**config.mk**
```make
export PLATFORM = sky130hd
export DESIGN_NAME = ptp_tod_counter
export DESIGN_NICKNAME = d
export VERILOG_FILES = /design/src/rtl/tod_pkg.sv /design/src/rtl/tod_phase_acc.sv /design/src/rtl/tod_time_count.sv /design/src/rtl/tod_regs.sv /design/src/rtl/ptp_tod_counter.sv
export SDC_FILE = /design/constraint.sdc
export NUM_CORES = 1
export LEC_CHECK = 0
export CAP_MARGIN = 20
export CORE_UTILIZATION = 40
export DETAILED_ROUTE_END_ITERATION = 12
export DONT_BUFFER_PORTS = 1
export PLACE_DENSITY = 0.5
export REMOVE_ABC_BUFFERS = 1
export SYNTH_ARGS = -nofsm -noshare
export SYNTH_HDL_FRONTEND = slang
export SYNTH_SLANG_ARGS = --single-unit
export TNS_END_PERCENT = 50
```
**constraint.sdc**
```tcl
create_clock -name clk -period 3.9 [get_ports clk]
set_clock_uncertainty 0.05 [all_clocks]
set_input_delay 0.585 -clock clk [delete_from_list [all_inputs] [get_ports clk]]
set_output_delay 0.585 -clock clk [all_outputs]
set_load 0.05 [all_outputs]
```
**src/rtl/tod_pkg.sv**
```systemverilog
`timescale 1ns/1ps
package tod_pkg;
    localparam int REG_ADDR_W = 3;

    typedef enum logic [REG_ADDR_W-1:0] {
        REG_CTRL    = 3'd0,
        REG_ADDEND  = 3'd1,
        REG_TIME_LO = 3'd2,
        REG_TIME_HI = 3'd3,
        REG_LIM_EN  = 3'd4,
        REG_LIMIT   = 3'd5
    } reg_addr_e;
endpackage

```
**src/rtl/tod_phase_acc.sv**
```systemverilog
`timescale 1ns/1ps
module tod_phase_acc #(
    parameter int ACC_W = 32
) (
    input  logic             clk,
    input  logic             rst_n,
    input  logic             clear,
    input  logic [ACC_W-1:0] addend,
    output logic             carry
);
    typedef struct packed {
        logic [ACC_W-1:0] acc;
    } acc_state_t;

    acc_state_t st_d, st_q;
    logic [ACC_W:0] sum;

    always_comb begin
        sum    = {1'b0, st_q.acc} + {1'b0, addend};
        st_d   = st_q;
        carry  = 1'b0;
        if (clear) begin
            st_d.acc = '0;
        end else begin
            st_d.acc = sum[ACC_W-1:0];
            carry    = sum[ACC_W];
        end
    end

    always_ff @(posedge clk or negedge rst_n) begin
        if (!rst_n) st_q <= '0;
        else        st_q <= st_d;
    end

    // a clear leaves the accumulator empty
    p_clear_empties_r3: assert property (@(posedge clk) disable iff (!rst_n)
        clear |=> (st_q.acc == '0));
endmodule

```
**src/rtl/tod_time_count.sv**
```systemverilog
`timescale 1ns/1ps
module tod_time_count #(
    parameter int WORD_W = 32,
    localparam int TIME_W = 2 * WORD_W
) (
    input  logic              clk,
    input  logic              rst_n,
    input  logic              hold,
    input  logic              load,
    input  logic [TIME_W-1:0] load_val,
    input  logic              tick,
    input  logic [WORD_W-1:0] limit,
    output logic [TIME_W-1:0] time_q
);
    typedef struct packed {
        logic [WORD_W-1:0] hi;
        logic [WORD_W-1:0] lo;
    } time_state_t;

    time_state_t st_d, st_q;

    always_comb begin
        st_d = st_q;
        if (hold) begin
            st_d = '0;
        end else if (load) begin
            st_d.hi = load_val[TIME_W-1:WORD_W];
            st_d.lo = load_val[WORD_W-1:0];
        end else if (tick) begin
            if (st_q.lo >= limit) begin
                st_d.lo = '0;
                st_d.hi = st_q.hi + 1'b1;
            end else begin
                st_d.lo = st_q.lo + 1'b1;
            end
        end
    end

    always_ff @(posedge clk or negedge rst_n) begin
        if (!rst_n) st_q <= '0;
        else        st_q <= st_d;
    end

    assign time_q = {st_q.hi, st_q.lo};

    // without a tick, load or hold the time does not move
    p_idle_stable_r2: assert property (@(posedge clk) disable iff (!rst_n)
        (!hold && !load && !tick) |=> $stable(time_q));

    // a tick at or above the limit wraps low and steps high
    p_wrap_step_r5: assert property (@(posedge clk) disable iff (!rst_n)
        (!hold && !load && tick && (st_q.lo >= limit))
        |=> ((st_q.lo == '0) && (st_q.hi == $past(st_q.hi) + 1'b1)));

    // soft reset forces zero time
    p_hold_zero_r7: assert property (@(posedge clk) disable iff (!rst_n)
        hold |=> (time_q == '0));
endmodule

```
**src/rtl/tod_regs.sv**
```systemverilog
`timescale 1ns/1ps
module tod_regs
    import tod_pkg::*;
#(
    parameter int          WORD_W       = 32,
    parameter logic [31:0] ADDEND_RESET = 32'hA000_0000,
    parameter logic [31:0] LIMIT_RESET  = 32'hFFFF_FFFF,
    localparam int         TIME_W       = 2 * WORD_W
) (
    input  logic                  clk,
    input  logic                  rst_n,
    input  logic                  bus_wr,
    input  logic                  bus_rd,
    input  logic [REG_ADDR_W-1:0] bus_addr,
    input  logic [WORD_W-1:0]     bus_wdata,
    output logic [WORD_W-1:0]     bus_rdata,
    input  logic [TIME_W-1:0]     time_now,
    output logic [WORD_W-1:0]     addend,
    output logic [WORD_W-1:0]     limit,
    output logic                  soft_rst,
    output logic                  load,
    output logic [TIME_W-1:0]     load_val
);
    typedef struct packed {
        logic              ctrl_rst;
        logic              lim_en;
        logic [WORD_W-1:0] addend;
        logic [WORD_W-1:0] limit;
        logic [WORD_W-1:0] stage_lo;
        logic [WORD_W-1:0] shadow_hi;
    } reg_state_t;

    reg_state_t st_d, st_q;

    always_comb begin
        st_d     = st_q;
        load     = 1'b0;
        load_val = {bus_wdata, st_q.stage_lo};
        if (bus_wr) begin
            unique case (bus_addr)
                REG_CTRL:    st_d.ctrl_rst = bus_wdata[0];
                REG_ADDEND:  st_d.addend   = bus_wdata;
                REG_TIME_LO: st_d.stage_lo = bus_wdata;
                REG_TIME_HI: load          = !st_q.ctrl_rst;
                REG_LIM_EN:  st_d.lim_en   = bus_wdata[0];
                REG_LIMIT:   if (st_q.lim_en) st_d.limit = bus_wdata;
                default: ;
            endcase
        end
        if (bus_rd && (bus_addr == REG_TIME_LO))
            st_d.shadow_hi = time_now[TIME_W-1:WORD_W];
    end

    always_ff @(posedge clk or negedge rst_n) begin
        if (!rst_n) begin
            st_q           <= '0;
            st_q.addend    <= ADDEND_RESET[WORD_W-1:0];
            st_q.limit     <= LIMIT_RESET[WORD_W-1:0];
        end else begin
            st_q <= st_d;
        end
    end

    always_comb begin
        bus_rdata = '0;
        unique case (bus_addr)
            REG_CTRL:    bus_rdata[0] = st_q.ctrl_rst;
            REG_ADDEND:  bus_rdata    = st_q.addend;
            REG_TIME_LO: bus_rdata    = time_now[WORD_W-1:0];
            REG_TIME_HI: bus_rdata    = st_q.shadow_hi;
            REG_LIM_EN:  bus_rdata[0] = st_q.lim_en;
            REG_LIMIT:   bus_rdata    = st_q.limit;
            default: ;
        endcase
    end

    assign addend   = st_q.addend;
    assign limit    = st_q.limit;
    assign soft_rst = st_q.ctrl_rst;

    // a low-word read captures the high word of that same cycle
    p_shadow_capture_r4: assert property (@(posedge clk) disable iff (!rst_n)
        (bus_rd && (bus_addr == REG_TIME_LO))
        |=> (st_q.shadow_hi == $past(time_now[TIME_W-1:WORD_W])));

    // the limit only moves while its enable was set
    p_limit_guard_r6: assert property (@(posedge clk) disable iff (!rst_n)
        (st_q.limit != $past(st_q.limit)) |-> $past(st_q.lim_en));
endmodule

```
**src/rtl/ptp_tod_counter.sv**
```systemverilog
`timescale 1ns/1ps
module ptp_tod_counter
    import tod_pkg::*;
#(
    parameter int          WORD_W       = 32,
    parameter logic [31:0] ADDEND_RESET = 32'hA000_0000,
    parameter logic [31:0] LIMIT_RESET  = 32'hFFFF_FFFF,
    localparam int         TIME_W       = 2 * WORD_W
) (
    input  logic                  clk,
    input  logic                  rst_n,
    input  logic                  bus_wr,
    input  logic                  bus_rd,
    input  logic [REG_ADDR_W-1:0] bus_addr,
    input  logic [WORD_W-1:0]     bus_wdata,
    output logic [WORD_W-1:0]     bus_rdata,
    output logic [TIME_W-1:0]     time_now,
    output logic                  tick
);
    logic [WORD_W-1:0] addend;
    logic [WORD_W-1:0] limit;
    logic              soft_rst;
    logic              load;
    logic [TIME_W-1:0] load_val;
    logic              carry;

    tod_regs #(
        .WORD_W      (WORD_W),
        .ADDEND_RESET(ADDEND_RESET),
        .LIMIT_RESET (LIMIT_RESET)
    ) u_regs (
        .clk      (clk),
        .rst_n    (rst_n),
        .bus_wr   (bus_wr),
        .bus_rd   (bus_rd),
        .bus_addr (bus_addr),
        .bus_wdata(bus_wdata),
        .bus_rdata(bus_rdata),
        .time_now (time_now),
        .addend   (addend),
        .limit    (limit),
        .soft_rst (soft_rst),
        .load     (load),
        .load_val (load_val)
    );

    tod_phase_acc #(.ACC_W(WORD_W)) u_acc (
        .clk   (clk),
        .rst_n (rst_n),
        .clear (soft_rst | load),
        .addend(addend),
        .carry (carry)
    );

    tod_time_count #(.WORD_W(WORD_W)) u_time (
        .clk     (clk),
        .rst_n   (rst_n),
        .hold    (soft_rst),
        .load    (load),
        .load_val(load_val),
        .tick    (carry),
        .limit   (limit),
        .time_q  (time_now)
    );

    assign tick = carry;

    // a load sets the time on the next clock
    p_load_applies_r3: assert property (@(posedge clk) disable iff (!rst_n)
        (load && !soft_rst) |=> (time_now == $past(load_val)));
endmodule

```
==> reports/results.ini <==
[timing]
fin_crit_ps=3680
tightest_slew_ps=1030
rsz0062_at_grt=no
fin_crit_sh_pct=94.3
setup_viol=0
holdWs_ps=-300
finalHoldViolCount=193
fmax_ghz=0.272
slew_headroom_pct=31.5
drv_slew=0

[pwr]
switching_share_pct=41.0
p_int_mw=6.19
ir_worst_vdd_v=0.000322
power.total_mw=10.5
combPwrFrac_pct=40.3
pwr-share-clk_pct=24.8
p_seq_share_pct=34.9
p_per_area_nw_per_um2=712
p_switching_mw=4.31
p_leak_nw=6.42

[final_layout]
insertedDiodeCount=0
n_fill_cell=3095
layout.nets=1468
final_layout_size_suffix_gt1_share_pct=19.3
finalNonFillerCells=1819
layout-area-overhead-vs-synth_pct=12.5

[routing]
drc=0
vias=10833
drtPass1Iterations=5
drt_iter0_markers=964
ant_nets=0
wl_per_cell_um=23.8
via_per_inst=5.96
routed_wl_mm=43.3

[worst_setup_path]
r2r-start=u_regs.limit[29]$_DFFE_PN1P_
cpPeakStageDelay_ps=440
r2r_setup_slack_ps=350
cp_data_arrival_time_ps=3040
worst-endpoint-required_ps=3260
r2r_cells=10
r2r_end=u_time.time_q[54]$_DFFE_PN0P_
crit_fanout=4
crit_top_cell=nor2_1
cp_slowest_cell=fa_1
worst_setup_path_end_kind=output pin
cp_cell_sequence=ha_1, fa_1, a211oi_1, nor2_1, o21ai_0, nand2_1, a31oi_4, nor2_1, buf_4
critPathKind=flop to output pin
start_kind=flop

[grt]
grt_max_degree=227
grt_antenna_before_repair=1
grt_pass1_wl_mm=65.7
grt_pass1_vias=10516
grt-ovfl-total=0
grt_usage_pct=25.8

[clock_network]
cts_made_buffers=28
cts.sinks=226
path_clk_slew_ps=60
cts_max_level=1
cts_tree=done
clkLatencyLatePin_ps=550
cts_buffer_depth=3
cts-resized-gates=0
root_buffer=clkbuf_16

[placed_design]
globalplace.congestion=0.829
place_hpwl_mm=30.1
dp_cells=1766
io_buffers=0

[synth]
yosys_warnings=0
synth_area_um2=13100
syn_avg_cell_area_um2=9.71
ys_ff_latch=226
yosysUniqueCellTypes=75
synth_flop_cell=dfrtp_1
ys_seq_area_share_pct=43.5
synth-edff-count=0
syn-instance-count=1349
ys_async_sr_fraction_pct=100

[floorplan]
io_pins=136
die_area_um2=33500
die_w_um=183
coreArea_um2=31900
die_h_um=183
placementRows=65
initial_core_util_pct=41.1

[outcome]
outcome=finished, violations left
failed_checks=negative hold slack

[min_path]
hold_path_class=primary input to asynchronous set/reset pin

[run]
drv_cap=0

-- cell usage in the layout (no fill, tap or decap), drive strengths merged, types with 12 or more instances in the layout --
master  count
o21ai     102
nor4       16
xnor2      28
inv        49
nor3b      12
nor3       37
a21o       23
and2       12
mux2       99
nor2       88
dfstp      34
dfrtp     192
and3       23
buf        70
ha         66
nand4      19
a22oi      71
clkbuf     47
nand2     119
a211oi     19
nand3      39
a21oi      67
-- worst max path at each step --
stage,cells past startpoint,from,end,slack [ps]
finish,9,u_regs.addend[0]$_DFFE_PN0P_,tick,220
global route,9,u_regs.addend[0]$_DFFE_PN0P_,tick,30
CTS,9,u_regs.addend[0]$_DFFE_PN0P_,tick,220
detailed placement,10,u_regs.limit[29]$_DFFE_PN1P_,u_time.time_q[54]$_DFFE_PN0P_,370
global placement,10,u_regs.limit[29]$_DFFE_PN1P_,u_time.time_q[54]$_DFFE_PN0P_,430
floorplan,7,u_time.time_q[29]$_DFFE_PN0P_,u_time.time_q[13]$_DFFE_PN0P_,-610
-- power groups by stage --
stage               clock network, mW  logic, mW  registers, mW
detailed placement                  0       4.18           3.70
finish                           2.60       4.23           3.67
floorplan                           0       2.71           3.89
global route                     2.74       4.64           3.74
CTS                              2.65       4.21           3.67
global placement                    0       4.14           3.69
-- flip-flops by register name, indices dropped and copies added (netlist names) --
name / count
u_regs.soft_rst: 1
u_regs.addend: 32
u_acc.st_q: 32
u_time.time_q: 64
u_regs.limit: 32
u_regs.load_val: 32
u_regs.st_q: 33
-- per-stage QoR --
step / hold slack (ps) / setup WS, ps / util [%] / setup TNS, ps / cell area [µm²]
after global placement: 249 / 432 / 43.4 / 0 / 13800
after detailed placement: 249 / 369 / 43.4 / 0 / 13800
final: -300 / 221 / 46.2 / 0 / 14700
after floorplan: 239 / -608 / - / -21170 / 12700
after global routing: -318 / 33.8 / 46.2 / 0 / 14700
after CTS: -327 / 220 / 46.2 / 0 / 14700
-- what timing repair did --
| action | in CTS | in global routing |
|---|---|---|
| buffers inserted | 1 | 0 |
| endpoints found under the setup margin | 1 | 0 |
| endpoints found under the hold margin | 226 | 226 |
-- synthesized netlist by cell type (7+ instances only) --
master	number	area, µm²
a211oi_1	19	143
a21o_1	22	165
a21oi_1	67	335
a22oi_1	71	533
a31oi_1	9	56.3
and2_1	9	56.3
and3_1	23	144
buf_1	11	41.3
clkbuf_1	64	240
dfrtp_1	192	4800
dfstp_2	34	893
ha_1	66	826
inv_1	49	184
mux2_2	99	1110
nand2_1	119	447
nand3_1	39	195
nand4_1	19	119
nor2_1	88	330
nor3_1	37	185
nor3b_1	12	90.1
nor4_1	12	75.1
nor4b_1	7	61.3
o211ai_1	7	52.6
o21ai_0	101	505
o311ai_0	9	78.8
o31ai_1	8	60.1
xnor2_1	28	245
xor2_1	11	96.3
-- metal layers --
| metal | vias up | global-route usage (%) | wire, µm |
|---|---|---|---|
| met4 | 0 | 6.73 | 1090 |
| met1 | 5398 | 36.8 | 19800 |
| met3 | 61 | 4.79 | 3100 |
| met2 | 370 | 40.2 | 19300 |
| met5 | - | 0 | 0 |
| li1 | 5004 | - | - |
-- area by class of cell --
class	instances	area (µm²)	area share (%)
clock inverters	5	50.0	0.339
inverters	49	184	1.25
clock buffers	47	863	5.86
repair buffers	70	551	3.73
flip-flops and latches	226	5700	38.6
well taps	435	544	3.69
multi-input cells	987	6850	46.5
-- worst max-delay path: cells and delay by family (launching register included) --
| family | cells | cell delay, ps |
|---|---|---|
| buf+inv | 1 | 200 |
| flops | 1 | 400 |
| compound gates | 3 | 800 |
| simple gates | 3 | 440 |
| fa+ha+maj | 2 | 670 |
-- cell families (layout without fill, tap and decap cells) --
family          Yosys count  in the layout  synth area share (%)
compound gates          378            378                  19.0
xor+xnor                 39             39                  2.61
fa+ha+maj                67             67                  6.46
buf+inv                 136            171                  4.37
flops                   226            226                  43.5
mux                     101            101                  8.66
simple gates            402            402                  15.4
No activity file was read; power rests on OpenSTA's default activity.
